===== src/rtl/evc_pkg.sv =====
package evc_pkg;

  localparam int EVC_ADDR_W = 3;
  localparam int EVC_N_TGT  = 2;

  typedef enum logic [EVC_ADDR_W-1:0] {
    REG_RISE    = 3'd0,
    REG_FALL    = 3'd1,
    REG_SWTRIG  = 3'd2,
    REG_PEND    = 3'd3,
    REG_T0_IMSK = 3'd4,
    REG_T0_EMSK = 3'd5,
    REG_T1_IMSK = 3'd6,
    REG_T1_EMSK = 3'd7
  } evc_reg_e;

endpackage


===== src/rtl/evc_rst_sync.sv =====
module evc_rst_sync (
  input  logic clk_i,
  input  logic arst_ni,
  output logic rst_no
);
  logic [1:0] stage_q;

  always_ff @(posedge clk_i or negedge arst_ni) begin
    if (!arst_ni) stage_q <= 2'b00;
    else          stage_q <= {stage_q[0], 1'b1};
  end

  assign rst_no = stage_q[1];
endmodule


===== src/rtl/evc_sync.sv =====
module evc_sync #(
  parameter int W = 1
) (
  input  logic         clk_i,
  input  logic         rst_ni,
  input  logic [W-1:0] async_i,
  output logic [W-1:0] sync_o
);
  logic [W-1:0] meta_q, stable_q;

  always_ff @(posedge clk_i or negedge rst_ni) begin
    if (!rst_ni) begin
      meta_q   <= '0;
      stable_q <= '0;
    end else begin
      meta_q   <= async_i;
      stable_q <= meta_q;
    end
  end

  assign sync_o = stable_q;
endmodule


===== src/rtl/evc_regs.sv =====
module evc_regs
  import evc_pkg::*;
#(
  parameter int N_CFG = 4,
  parameter int N_DIR = 2,
  localparam int NL   = N_CFG + N_DIR
) (
  input  logic                              clk_i,
  input  logic                              rst_ni,
  input  logic                              wr_en_i,
  input  logic [EVC_ADDR_W-1:0]             wr_addr_i,
  input  logic [NL-1:0]                     wr_data_i,
  input  logic [EVC_ADDR_W-1:0]             rd_addr_i,
  output logic [NL-1:0]                     rd_data_o,
  input  logic [N_CFG-1:0]                  pend_i,
  output logic [N_CFG-1:0]                  rise_o,
  output logic [N_CFG-1:0]                  fall_o,
  output logic [N_CFG-1:0]                  sw_pulse_o,
  output logic [N_CFG-1:0]                  clr_o,
  output logic [EVC_N_TGT-1:0][NL-1:0]      imsk_o,
  output logic [EVC_N_TGT-1:0][N_CFG-1:0]   emsk_o
);
  logic [N_CFG-1:0]                rise_q, rise_d, fall_q, fall_d, sw_q, sw_d;
  logic [EVC_N_TGT-1:0][NL-1:0]    imsk_q, imsk_d;
  logic [EVC_N_TGT-1:0][N_CFG-1:0] emsk_q, emsk_d;
  logic                            cfg_en;

  // next state
  always_comb begin
    rise_d = rise_q;
    fall_d = fall_q;
    imsk_d = imsk_q;
    emsk_d = emsk_q;
    sw_d   = '0;
    clr_o  = '0;
    cfg_en = 1'b0;
    if (wr_en_i) begin
      case (evc_reg_e'(wr_addr_i))
        REG_RISE:    begin rise_d    = wr_data_i[N_CFG-1:0]; cfg_en = 1'b1; end
        REG_FALL:    begin fall_d    = wr_data_i[N_CFG-1:0]; cfg_en = 1'b1; end
        REG_SWTRIG:  sw_d  = wr_data_i[N_CFG-1:0];
        REG_PEND:    clr_o = wr_data_i[N_CFG-1:0];
        REG_T0_IMSK: begin imsk_d[0] = wr_data_i;             cfg_en = 1'b1; end
        REG_T0_EMSK: begin emsk_d[0] = wr_data_i[N_CFG-1:0];  cfg_en = 1'b1; end
        REG_T1_IMSK: begin imsk_d[1] = wr_data_i;             cfg_en = 1'b1; end
        REG_T1_EMSK: begin emsk_d[1] = wr_data_i[N_CFG-1:0];  cfg_en = 1'b1; end
        default: ;
      endcase
    end
  end

  // configuration registers, written only under cfg_en
  always_ff @(posedge clk_i or negedge rst_ni) begin
    if (!rst_ni) begin
      rise_q <= '0;
      fall_q <= '0;
      imsk_q <= '0;
      emsk_q <= '0;
    end else if (cfg_en) begin
      rise_q <= rise_d;
      fall_q <= fall_d;
      imsk_q <= imsk_d;
      emsk_q <= emsk_d;
    end
  end

  // software trigger holds for exactly one cycle
  always_ff @(posedge clk_i or negedge rst_ni) begin
    if (!rst_ni) sw_q <= '0;
    else         sw_q <= sw_d;
  end

  // read mux
  always_comb begin
    rd_data_o = '0;
    case (evc_reg_e'(rd_addr_i))
      REG_RISE:    rd_data_o[N_CFG-1:0] = rise_q;
      REG_FALL:    rd_data_o[N_CFG-1:0] = fall_q;
      REG_PEND:    rd_data_o[N_CFG-1:0] = pend_i;
      REG_T0_IMSK: rd_data_o            = imsk_q[0];
      REG_T0_EMSK: rd_data_o[N_CFG-1:0] = emsk_q[0];
      REG_T1_IMSK: rd_data_o            = imsk_q[1];
      REG_T1_EMSK: rd_data_o[N_CFG-1:0] = emsk_q[1];
      default:     rd_data_o            = '0;
    endcase
  end

  assign rise_o     = rise_q;
  assign fall_o     = fall_q;
  assign sw_pulse_o = sw_q;
  assign imsk_o     = imsk_q;
  assign emsk_o     = emsk_q;
endmodule


===== src/rtl/evc_cfg_bank.sv =====
module evc_cfg_bank #(
  parameter int N_CFG = 4
) (
  input  logic             clk_i,
  input  logic             rst_ni,
  input  logic [N_CFG-1:0] line_sync_i,
  input  logic [N_CFG-1:0] rise_i,
  input  logic [N_CFG-1:0] fall_i,
  input  logic [N_CFG-1:0] sw_i,
  input  logic [N_CFG-1:0] clr_i,
  output logic [N_CFG-1:0] trig_o,
  output logic [N_CFG-1:0] pend_o
);
  logic [N_CFG-1:0] prev_q, pend_q, pend_d;

  for (genvar i = 0; i < N_CFG; i++) begin : g_line
    logic went_up, went_down;
    assign went_up   =  line_sync_i[i] & ~prev_q[i];
    assign went_down = ~line_sync_i[i] &  prev_q[i];
    assign trig_o[i] = (went_up & rise_i[i]) | (went_down & fall_i[i]) | sw_i[i];
    // a trigger beats a clear in the same cycle
    assign pend_d[i] = (pend_q[i] & ~clr_i[i]) | trig_o[i];
  end

  always_ff @(posedge clk_i or negedge rst_ni) begin
    if (!rst_ni) begin
      prev_q <= '0;
      pend_q <= '0;
    end else begin
      prev_q <= line_sync_i;
      pend_q <= pend_d;
    end
  end

  assign pend_o = pend_q;

  AST_TRIG_SETS_PEND: assert property (@(posedge clk_i) disable iff (!rst_ni)
    (trig_o != '0) |=> ((pend_q & $past(trig_o)) == $past(trig_o)));
  AST_PEND_RISE_NEEDS_TRIG: assert property (@(posedge clk_i) disable iff (!rst_ni)
    1'b1 |=> ((pend_q & ~$past(pend_q) & ~$past(trig_o)) == '0));
  AST_CLEAR_TAKES: assert property (@(posedge clk_i) disable iff (!rst_ni)
    ((clr_i & ~trig_o) != '0) |=> ((pend_q & $past(clr_i & ~trig_o)) == '0));
endmodule


===== src/rtl/evc_target.sv =====
module evc_target #(
  parameter int N_CFG = 4,
  parameter int N_DIR = 2,
  localparam int NL   = N_CFG + N_DIR
) (
  input  logic             clk_i,
  input  logic             rst_ni,
  input  logic [N_CFG-1:0] pend_i,
  input  logic [N_DIR-1:0] dir_i,
  input  logic [N_CFG-1:0] trig_i,
  input  logic [NL-1:0]    imsk_i,
  input  logic [N_CFG-1:0] emsk_i,
  output logic             irq_o,
  output logic             evt_o,
  output logic             wake_o
);
  logic evt_q, evt_d;

  assign irq_o = |({dir_i, pend_i} & imsk_i);
  assign evt_d = |(trig_i & emsk_i);

  always_ff @(posedge clk_i or negedge rst_ni) begin
    if (!rst_ni) evt_q <= 1'b0;
    else         evt_q <= evt_d;
  end

  assign evt_o  = evt_q;
  assign wake_o = irq_o | evt_q;
endmodule


===== src/rtl/dual_event_ctrl.sv =====
module dual_event_ctrl
  import evc_pkg::*;
#(
  parameter int N_CFG = 4,
  parameter int N_DIR = 2,
  localparam int NL   = N_CFG + N_DIR
) (
  input  logic                  clk_i,
  input  logic                  arst_ni,
  input  logic                  wr_en_i,
  input  logic [EVC_ADDR_W-1:0] wr_addr_i,
  input  logic [NL-1:0]         wr_data_i,
  input  logic [EVC_ADDR_W-1:0] rd_addr_i,
  output logic [NL-1:0]         rd_data_o,
  input  logic [N_CFG-1:0]      cfg_line_i,
  input  logic [N_DIR-1:0]      dir_line_i,
  output logic [EVC_N_TGT-1:0]  irq_o,
  output logic [EVC_N_TGT-1:0]  wake_o,
  output logic [EVC_N_TGT-1:0]  evt_o
);
  logic                            rst_n;
  logic [N_CFG-1:0]                cfg_sync, rise, fall, sw_pulse, clr, trig, pend;
  logic [N_DIR-1:0]                dir_sync;
  logic [EVC_N_TGT-1:0][NL-1:0]    imsk;
  logic [EVC_N_TGT-1:0][N_CFG-1:0] emsk;

  evc_rst_sync u_rst (.clk_i(clk_i), .arst_ni(arst_ni), .rst_no(rst_n));

  evc_sync #(.W(N_CFG)) u_sync_cfg (
    .clk_i(clk_i), .rst_ni(rst_n), .async_i(cfg_line_i), .sync_o(cfg_sync));
  evc_sync #(.W(N_DIR)) u_sync_dir (
    .clk_i(clk_i), .rst_ni(rst_n), .async_i(dir_line_i), .sync_o(dir_sync));

  evc_regs #(.N_CFG(N_CFG), .N_DIR(N_DIR)) u_regs (
    .clk_i(clk_i), .rst_ni(rst_n),
    .wr_en_i(wr_en_i), .wr_addr_i(wr_addr_i), .wr_data_i(wr_data_i),
    .rd_addr_i(rd_addr_i), .rd_data_o(rd_data_o),
    .pend_i(pend), .rise_o(rise), .fall_o(fall),
    .sw_pulse_o(sw_pulse), .clr_o(clr), .imsk_o(imsk), .emsk_o(emsk));

  evc_cfg_bank #(.N_CFG(N_CFG)) u_bank (
    .clk_i(clk_i), .rst_ni(rst_n), .line_sync_i(cfg_sync),
    .rise_i(rise), .fall_i(fall), .sw_i(sw_pulse), .clr_i(clr),
    .trig_o(trig), .pend_o(pend));

  for (genvar t = 0; t < EVC_N_TGT; t++) begin : g_tgt
    evc_target #(.N_CFG(N_CFG), .N_DIR(N_DIR)) u_tgt (
      .clk_i(clk_i), .rst_ni(rst_n),
      .pend_i(pend), .dir_i(dir_sync), .trig_i(trig),
      .imsk_i(imsk[t]), .emsk_i(emsk[t]),
      .irq_o(irq_o[t]), .evt_o(evt_o[t]), .wake_o(wake_o[t]));
  end

  AST_SW_SETS_PEND: assert property (@(posedge clk_i) disable iff (!rst_n)
    (sw_pulse != '0) |=> ((pend & $past(sw_pulse)) == $past(sw_pulse)));
  AST_SW_RAISES_EVT: assert property (@(posedge clk_i) disable iff (!rst_n)
    ((sw_pulse & emsk[0]) != '0) |=> evt_o[0]);
  AST_DIR_IRQ_T1: assert property (@(posedge clk_i) disable iff (!rst_n)
    ((dir_sync & imsk[1][NL-1:N_CFG]) != '0) |-> irq_o[1]);
  AST_PEND_IRQ_T0: assert property (@(posedge clk_i) disable iff (!rst_n)
    ((pend & imsk[0][N_CFG-1:0]) != '0) |-> irq_o[0]);
endmodule


===== config.mk =====
export PLATFORM = sky130hd
export DESIGN_NAME = dual_event_ctrl
export DESIGN_NICKNAME = d
export VERILOG_FILES = /design/src/rtl/evc_pkg.sv /design/src/rtl/evc_rst_sync.sv /design/src/rtl/evc_sync.sv /design/src/rtl/evc_regs.sv /design/src/rtl/evc_cfg_bank.sv /design/src/rtl/evc_target.sv /design/src/rtl/dual_event_ctrl.sv
export SDC_FILE = /design/constraint.sdc
export NUM_CORES = 1
export LEC_CHECK = 0
export BUFFER_PORTS_ARGS = -buffer_cell sky130_fd_sc_hd__buf_4
export CORE_MARGIN = 5
export CORE_UTILIZATION = 30
export CTS_BUF_LIST = sky130_fd_sc_hd__clkbuf_8
export DETAILED_ROUTE_END_ITERATION = 8
export PLACE_DENSITY = 0.56
export SLEW_MARGIN = 5
export SYNTH_ARGS = -nofsm -noshare
export SYNTH_HDL_FRONTEND = slang
export SYNTH_SLANG_ARGS = --single-unit

===== constraint.sdc =====
create_clock -name clk_i -period 1.6 [get_ports clk_i]
set_input_delay 0.24 -clock clk_i [delete_from_list [all_inputs] [get_ports clk_i]]
set_output_delay 0.24 -clock clk_i [all_outputs]
set_load 0.005 [all_outputs]

==> results.md, run 1 <==
• **clock latency on the worst-skew pair** 310 ps
• **Synth Area in Adders** 0
• **kind of launch point of the worst setup path** flop
• **cell family contributing the most delay on the critical path** multiplexers
• **number of distinct library cell variants in the gate-level netlist after synthesis** 29
• **Power per Cell Area** 1139 mW/mm^2
• **wirelength, routed** 5267 um
• **clock tree from TritonCTS** built
• **worst hold path class** input pin to flop
• **setup TNS after final layout** -889.5 ps
• **max-cap viol count** 0
• **combinational family with the most area after synthesis** multiplexers
• **area share of xor/xnor cells in the synthesized design** 0
• **Die ar.** 0.009925 mm^2
• **top-level I/O count** 33
• **cell taking the most area after synthesis** dfrtp_1
• **synthesized area per cell** 14.09 um^2
• **root buffer cell** clkbuf_8
• **initial antenna violation count** 0
• **last weighted congestion value of the routability-driven placer** 0.7600
• **Synth warnings** 0
• **WL per Instance** 16.83 um
• **TritonCTS buffer count** 5
• **Achievable Freq** 553.8 MHz
• **PortBufs** 32
• **worst setup path startpoint** u_regs.imsk_o[6]
• **leftover overflow at the end of global routing** 0
• **share of synthesized cell area in and, or, nand and nor gates** 0.1106
• **summed area of non-filler cells in the final layout** 0.002985 mm^2
• **Worst R2R Start** u_regs.fall_o[0]
• **Post-Syn Nets** 192
• **number of endpoints with negative hold slack in the final report** 0
• **maximum ir drop on the vdd rail** 434.8 uV
• **Worst path depth** 3
• **crit path capture** rd_data_o[0]
• **crit path kind** flop to output pin
• **cell with the largest stage delay on the worst path** mux4_2
• **violated checks** setup timing
• **Yosys reg bits** 56
• **final setup slack of the worst path** -205.6 ps
• **area fraction in compound gates after synthesis** 0.07684
• **CTS clk-pin slew, worst paths** 100 ps
• **cell breakdown of the critical path** mux4_2, mux2_4, buf_6
• **Final Max Slew Viols** 0
• **worst stage delay on the critical path** 460 ps
• **unrepaired setup endpoints after global routing** yes
• **Area after DPL** 0.002786 mm^2
• **number of cells produced by synthesis** 171
• **Worst EP required** 1360 ps
• **area share of the leading cell type in the synthesized netlist** 0.5815
• **H-tree levels** 2
• **number of rows in the core area** 32
• **remaining antenna violation count** 0
• **Critical Path End Type** output pin
• **final net count** 231
• **number of clock sinks** 56
• **status** finished, violations left
• **r2r endpoint** g_tgt[0].u_tgt.evt_o
• **number of global-route vias before repair** 1,678
• **share of synthesized area occupied by flip-flops and latches** 0.5815
• **minimum setup slack after placement** 56.44 ps
• **ratio of routed vias to standard cells** 4.939
• **Horiz. Die Dim** 99.63 um
• **share of cell area taken by muxes after synthesis** 0.2035
• **final worst path period share** 1.129
• **worst hold slack** 27.63 ps
• **DRC violation count after routing** 0
• **effective utilization at floorplan** 0.3102
• **first-pass detailed-route iteration total** 4
• **post-route total power** 3.399 mW
• **maximum count of clock buffers along a single path** 2
• **height of the chip** 99.63 um
• **total routing usage reported by global routing** 0.1159
• **via count** 1,546
• **Crit Path Max Fanout** 3
• **crit path buf inv count** 1
• **Final HPWL DP** 4053 um
• **cell area after technology mapping** 0.002410 mm^2
• **number of setup violations in the final report** 6
• **ranking of synthesized cells by area** dfrtp_1 58%, mux2_2 15%, mux4_2 3.7%
• **reg2reg setup slack** 310 ps
• **depth of the worst register-to-register path** 3
• **final clock skew** 15.53 ps
• **leakage power of the design** 1.318 nW
• **Antenna Diode Count** 0
• **initial detailed-routing violation count** 72
• **area of the placeable core** 0.007767 mm^2
• **data arrival time of the worst path** 1570 ps
• **post-route minimum period** 1806 ps
• **largest net degree at the start of global routing** 35
• **wire length of the first global-routing pass** 8880 um
• **area growth from synthesis to layout** 23.88%
• **fraction of layout instances using a drive strength above 1** 0.4692
repair_timing:
| action | in CTS | in global routing |
|---|---|---|
| endpoints found under the hold margin | 2 | 0 |
| setup buffers | 3 | 0 |
| setup endpoints to repair | 7 | 7 |
| resized for setup | 8 | 7 |
| pin swaps | 2 | 3 |
| hold buffers | 1 | 0 |
how the worst min path moves through the flow:
stage | depth (start not counted) | end | slack (ps) | startpoint
after floorplan | 0 | u_rst.stage_q[0] | -60 | arst_ni
after global placement | 1 | u_rst.stage_q[0] | 20 | arst_ni
after detailed placement | 1 | u_rst.stage_q[0] | 30 | arst_ni
after CTS | 1 | u_sync_dir.meta_q[1] | 20 | dir_line_i[1]
after global routing | 1 | u_sync_dir.meta_q[1] | 3 | dir_line_i[1]
final | 1 | u_sync_dir.meta_q[1] | 30 | dir_line_i[1]
through the flow:
| step | std cells | utilization |
|---|---|---|
| 2_1_floorplan | 171 | - |
| 3_5_place_dp | 301 | 0.3587 |
| 6_report | 313 | 0.3843 |
| 5_1_grt | 313 | 0.3843 |
| 3_3_place_gp | 301 | 0.3587 |
| 4_1_cts | 313 | 0.3813 |
cell type report:
type / instances / area [um^2]
sequential: 56 / 1405
clock buffer: 5 / 68.82
multi-input combinational: 105 / 991.0
timing repair buffer: 42 / 354.1
fill: 772 / 4782
tap: 102 / 127.6
clock inverter: 3 / 38.79
sequential cells by signal, summed over array words and instances, names as in the netlist:
name               flops
u_regs.rise_o          4
u_regs.imsk_o         12
u_rst.stage_q          2
u_sync_cfg.sync_o      4
u_sync_dir.sync_o      2
u_regs.sw_pulse_o      4
u_regs.emsk_o          8
u_bank.pend_o          4
g_tgt.u_tgt.evt_o      2
u_sync_dir.meta_q      2
u_bank.prev_q          4
u_regs.fall_o          4
u_sync_cfg.meta_q      4
cells in the mapped netlist:
library cell  instances
nor2b_1               1
nor3b_2               1
nor3b_1               1
clkbuf_1              1
and2_1                4
buf_4                 6
dfrtp_1              56
and3b_1               8
a22oi_1               8
o21ai_0               2
nor3_2                2
buf_2                 1
o31ai_1               8
clkbuf_2              1
a21oi_1               2
conb_1                1
buf_1                 1
or2_2                 2
mux2i_1               4
nor2_1                4
mux2_2               32
mux4_2                4
nand3_1               4
and4b_1               1
nand4_1               3
nand4b_1              2
nand2b_1              2
a2111o_1              4
nand2_1               5
logic make-up (layout without fill, tap and decap cells):
group,after synthesis,count (layout)
DFF,56,56
muxes,40,40
and+or+nand+nor,40,40
AOI/OAI and AO/OA,24,24
buffers and inverters,10,50
other,1,1
cell usage in the layout (no fill, tap or decap), types with 2 or more instances in the layout:
master and n:
nor2_1 4, nand4b_1 2, mux2i_1 4, clkbuf_8 5
buf_12 2, nand2_1 5, a22oi_1 3, dfrtp_1 53
dfrtp_2 3, mux2_4 2, mux4_2 4, and3b_1 8
nand3_2 2, and2_1 4, o31ai_1 8, nand3_1 2
nand2b_1 2, a2111o_1 4, nand4_1 3, buf_4 36
a22oi_2 5, nor3_2 2, mux2_2 30, o21ai_0 2
buf_6 3, a21oi_1 2
power by group:
part / internal (mW) / switching, mW
clock: 0.459 / 0.443
sequential: 1.63 / 0.177
combinational: 0.439 / 0.256
routing by layer:
metal / vias up / track usage / routed length [um]
li1: 715 / - / -
met1: 791 / 0.1516 / 2409
met2: 31 / 0.1870 / 2552
met3: 9 / 0.03086 / 223
met4: 0 / 0.03782 / 82
met5: - / 0 / 0
Power figures use the tool's default switching activity.
==> run 2, diff against run 1 <==
--- a/config.mk
+++ b/config.mk
@@ -15,3 +15,4 @@
 export SYNTH_ARGS = -nofsm -noshare
 export SYNTH_HDL_FRONTEND = slang
 export SYNTH_SLANG_ARGS = --single-unit
+export TNS_END_PERCENT = 10
==> results.md, run 2 (synthesized netlist as in run 1, its figures left out) <==
• **largest net degree at the start of global routing** 35, unchanged
• **worst hold slack** 27.55 ps, -0.08080 ps
• **flip-flop count of the largest register after layout** 12, unchanged
• **initial detailed-routing violation count** 74, +2.8%
• **Horiz. Die Dim** 99.63 um, unchanged
• **cell count after placement** 301, unchanged
• **area of the placeable core** 0.007767 mm^2, unchanged
• **number of setup violations in the final report** 6, unchanged
• **clock latency on the worst-skew pair** 310 ps, about the same
• **most common cell after layout, fill and taps aside** dfrtp_1
• **Area after DPL** 0.002786 mm^2, unchanged
• **Final Max Slew Viols** 0, unchanged
• **WL per Instance** 16.94 um, +0.64%
• **Die ar.** 0.009925 mm^2, unchanged
• **first-pass detailed-route iteration total** 4, unchanged
• **ratio of routed vias to standard cells** 4.929, -0.20%
• **final worst path period share** 1.129, about the same
• **data arrival time of the worst path** 1570 ps, about the same
• **leftover overflow at the end of global routing** 0, unchanged
• **wire length of the first global-routing pass** 8907 um, +0.30%
• **H-tree levels** 2, unchanged
• **maximum count of clock buffers along a single path** 2, unchanged
• **clock tree from TritonCTS** built
• **number of rows in the core area** 32, unchanged
• **number of global-route vias before repair** 1,675, -0.18%
• **Critical Path End Type** output pin
• **leading cell types in the layout, fill and taps excluded** 54 x dfrtp_1, 36 x buf_4, 30 x mux2_2, 8 x and3b_1, 8 x o31ai_1
• **effective utilization at floorplan** 0.3102, unchanged
• **Antenna Diode Count** 0, unchanged
• **minimum setup slack after placement** 56.44 ps, unchanged
• **number of clock sinks** 56, unchanged
• **Final HPWL DP** 4053 um, unchanged
• **unrepaired setup endpoints after global routing** yes
• **Crit Path Max Fanout** 3, unchanged
• **final cell utilization of the core** 0.3843, unchanged
• **last weighted congestion value of the routability-driven placer** 0.7600, unchanged
• **met1 global-route usage** 0.1521, +0.0004446
• **height of the chip** 99.63 um, unchanged
• **max-cap viol count** 0, unchanged
• **violated checks** setup timing
• **fraction of met3 tracks used by global routing** 0.03086, unchanged
• **final setup slack of the worst path** -205.8 ps, -0.2100 ps
• **worst hold path class** input pin to flop
• **kind of launch point of the worst setup path** flop
• **grt met2 use** 0.1875, +0.0005165
• **top-level I/O count** 33, unchanged
• **CTS clk-pin slew, worst paths** 100 ps, about the same
• **non-filler cells, final** 312, -0.32%
• **fraction of layout instances using a drive strength above 1** 0.4714, +0.002234
• **post-route minimum period** 1806 ps, +0.2100 ps
• **routing layer with the top usage in global route** met2
• **leakage power of the design** 1.314 nW, -0.31%
• **PortBufs** 32, unchanged
• **maximum ir drop on the vdd rail** 434.6 uV, about the same
• **final clock skew** 15.94 ps, +0.4091 ps
• **crit path kind** flop to output pin
• **total routing usage reported by global routing** 0.1162, +0.0002959
• **final net count** 230, -0.43%
• **setup TNS after final layout** -881.1 ps, +8.403 ps
• **root buffer cell** clkbuf_8
• **Achievable Freq** 553.8 MHz, about the same
• **TritonCTS buffer count** 5, unchanged
• **remaining antenna violation count** 0, unchanged
• **initial antenna violation count** 0, unchanged
• **area growth from synthesis to layout** 23.88%, unchanged
• **Worst EP required** 1360 ps, about the same
• **DRC violation count after routing** 0, unchanged
• **Power per Cell Area** 1140 mW/mm^2, +0.12%
• **post-route total power** 3.403 mW, +0.12%
• **status** finished, violations left
• **wirelength, routed** 5284 um, +0.32%
• **via count** 1,538, -0.52%
• **summed area of non-filler cells in the final layout** 0.002985 mm^2, unchanged
• **number of endpoints with negative hold slack in the final report** 0, unchanged
run 2: report_power, final:
part / internal [mW] / switching, mW
clock: 0.459 / 0.443
combinational: 0.438 / 0.253
sequential: 1.62 / 0.186
run 2: cell type report:
| type | instances | area (um^2) |
|---|---|---|
| Clock buffer | 5 | 68.82 |
| Clock inverter | 3 | 38.79 |
| Fill cell | 773 | 4782 |
| Multi-Input combinational cell | 105 | 1003 |
| Sequential cell | 56 | 1404 |
| Tap cell | 102 | 127.6 |
| Timing Repair Buffer | 41 | 342.8 |
run 2: routing by layer:
| layer | share of wire | wire length (um) | vias to the layer above |
|---|---|---|---|
| met3 | 0.038 | 201 | 9 |
| met5 | 0 | 0 | - |
| met1 | 0.46 | 2421 | 793 |
| met2 | 0.49 | 2578 | 26 |
| met4 | 0.016 | 82 | 0 |
| li1 | - | - | 710 |
run 2: worst max-delay path: stages (launching register included):
cell and delay [ps]:
dfrtp_1 410, mux4_2 460, mux2_4 280, buf_6 120
run 2: path summary, 6_finish.rpt:
check / start / to / slack, ps / cells past startpoint
min in group asynchronous: arst_ni / u_rst.stage_q[1] / 240 / 2
max: u_regs.imsk_o[6] / rd_data_o[0] / -210 / 3
min: dir_line_i[1] / u_sync_dir.meta_q[1] / 30 / 1
min reg2reg: u_rst.stage_q[1] / u_sync_cfg.meta_q[3] / 240 / 0
max in group asynchronous: u_rst.stage_q[1] / u_bank.pend_o[0] / 820 / 1
max reg2reg: u_regs.fall_o[0] / g_tgt[1].u_tgt.evt_o / 290 / 3
run 2: timing repair:
item                                   CTS  global route
resized for setup                       13             3
hold buffers                             1             0
pin swaps                                6             3
setup endpoints to repair                7             6
endpoints found under the hold margin    2             0
buffers inserted                         2             0
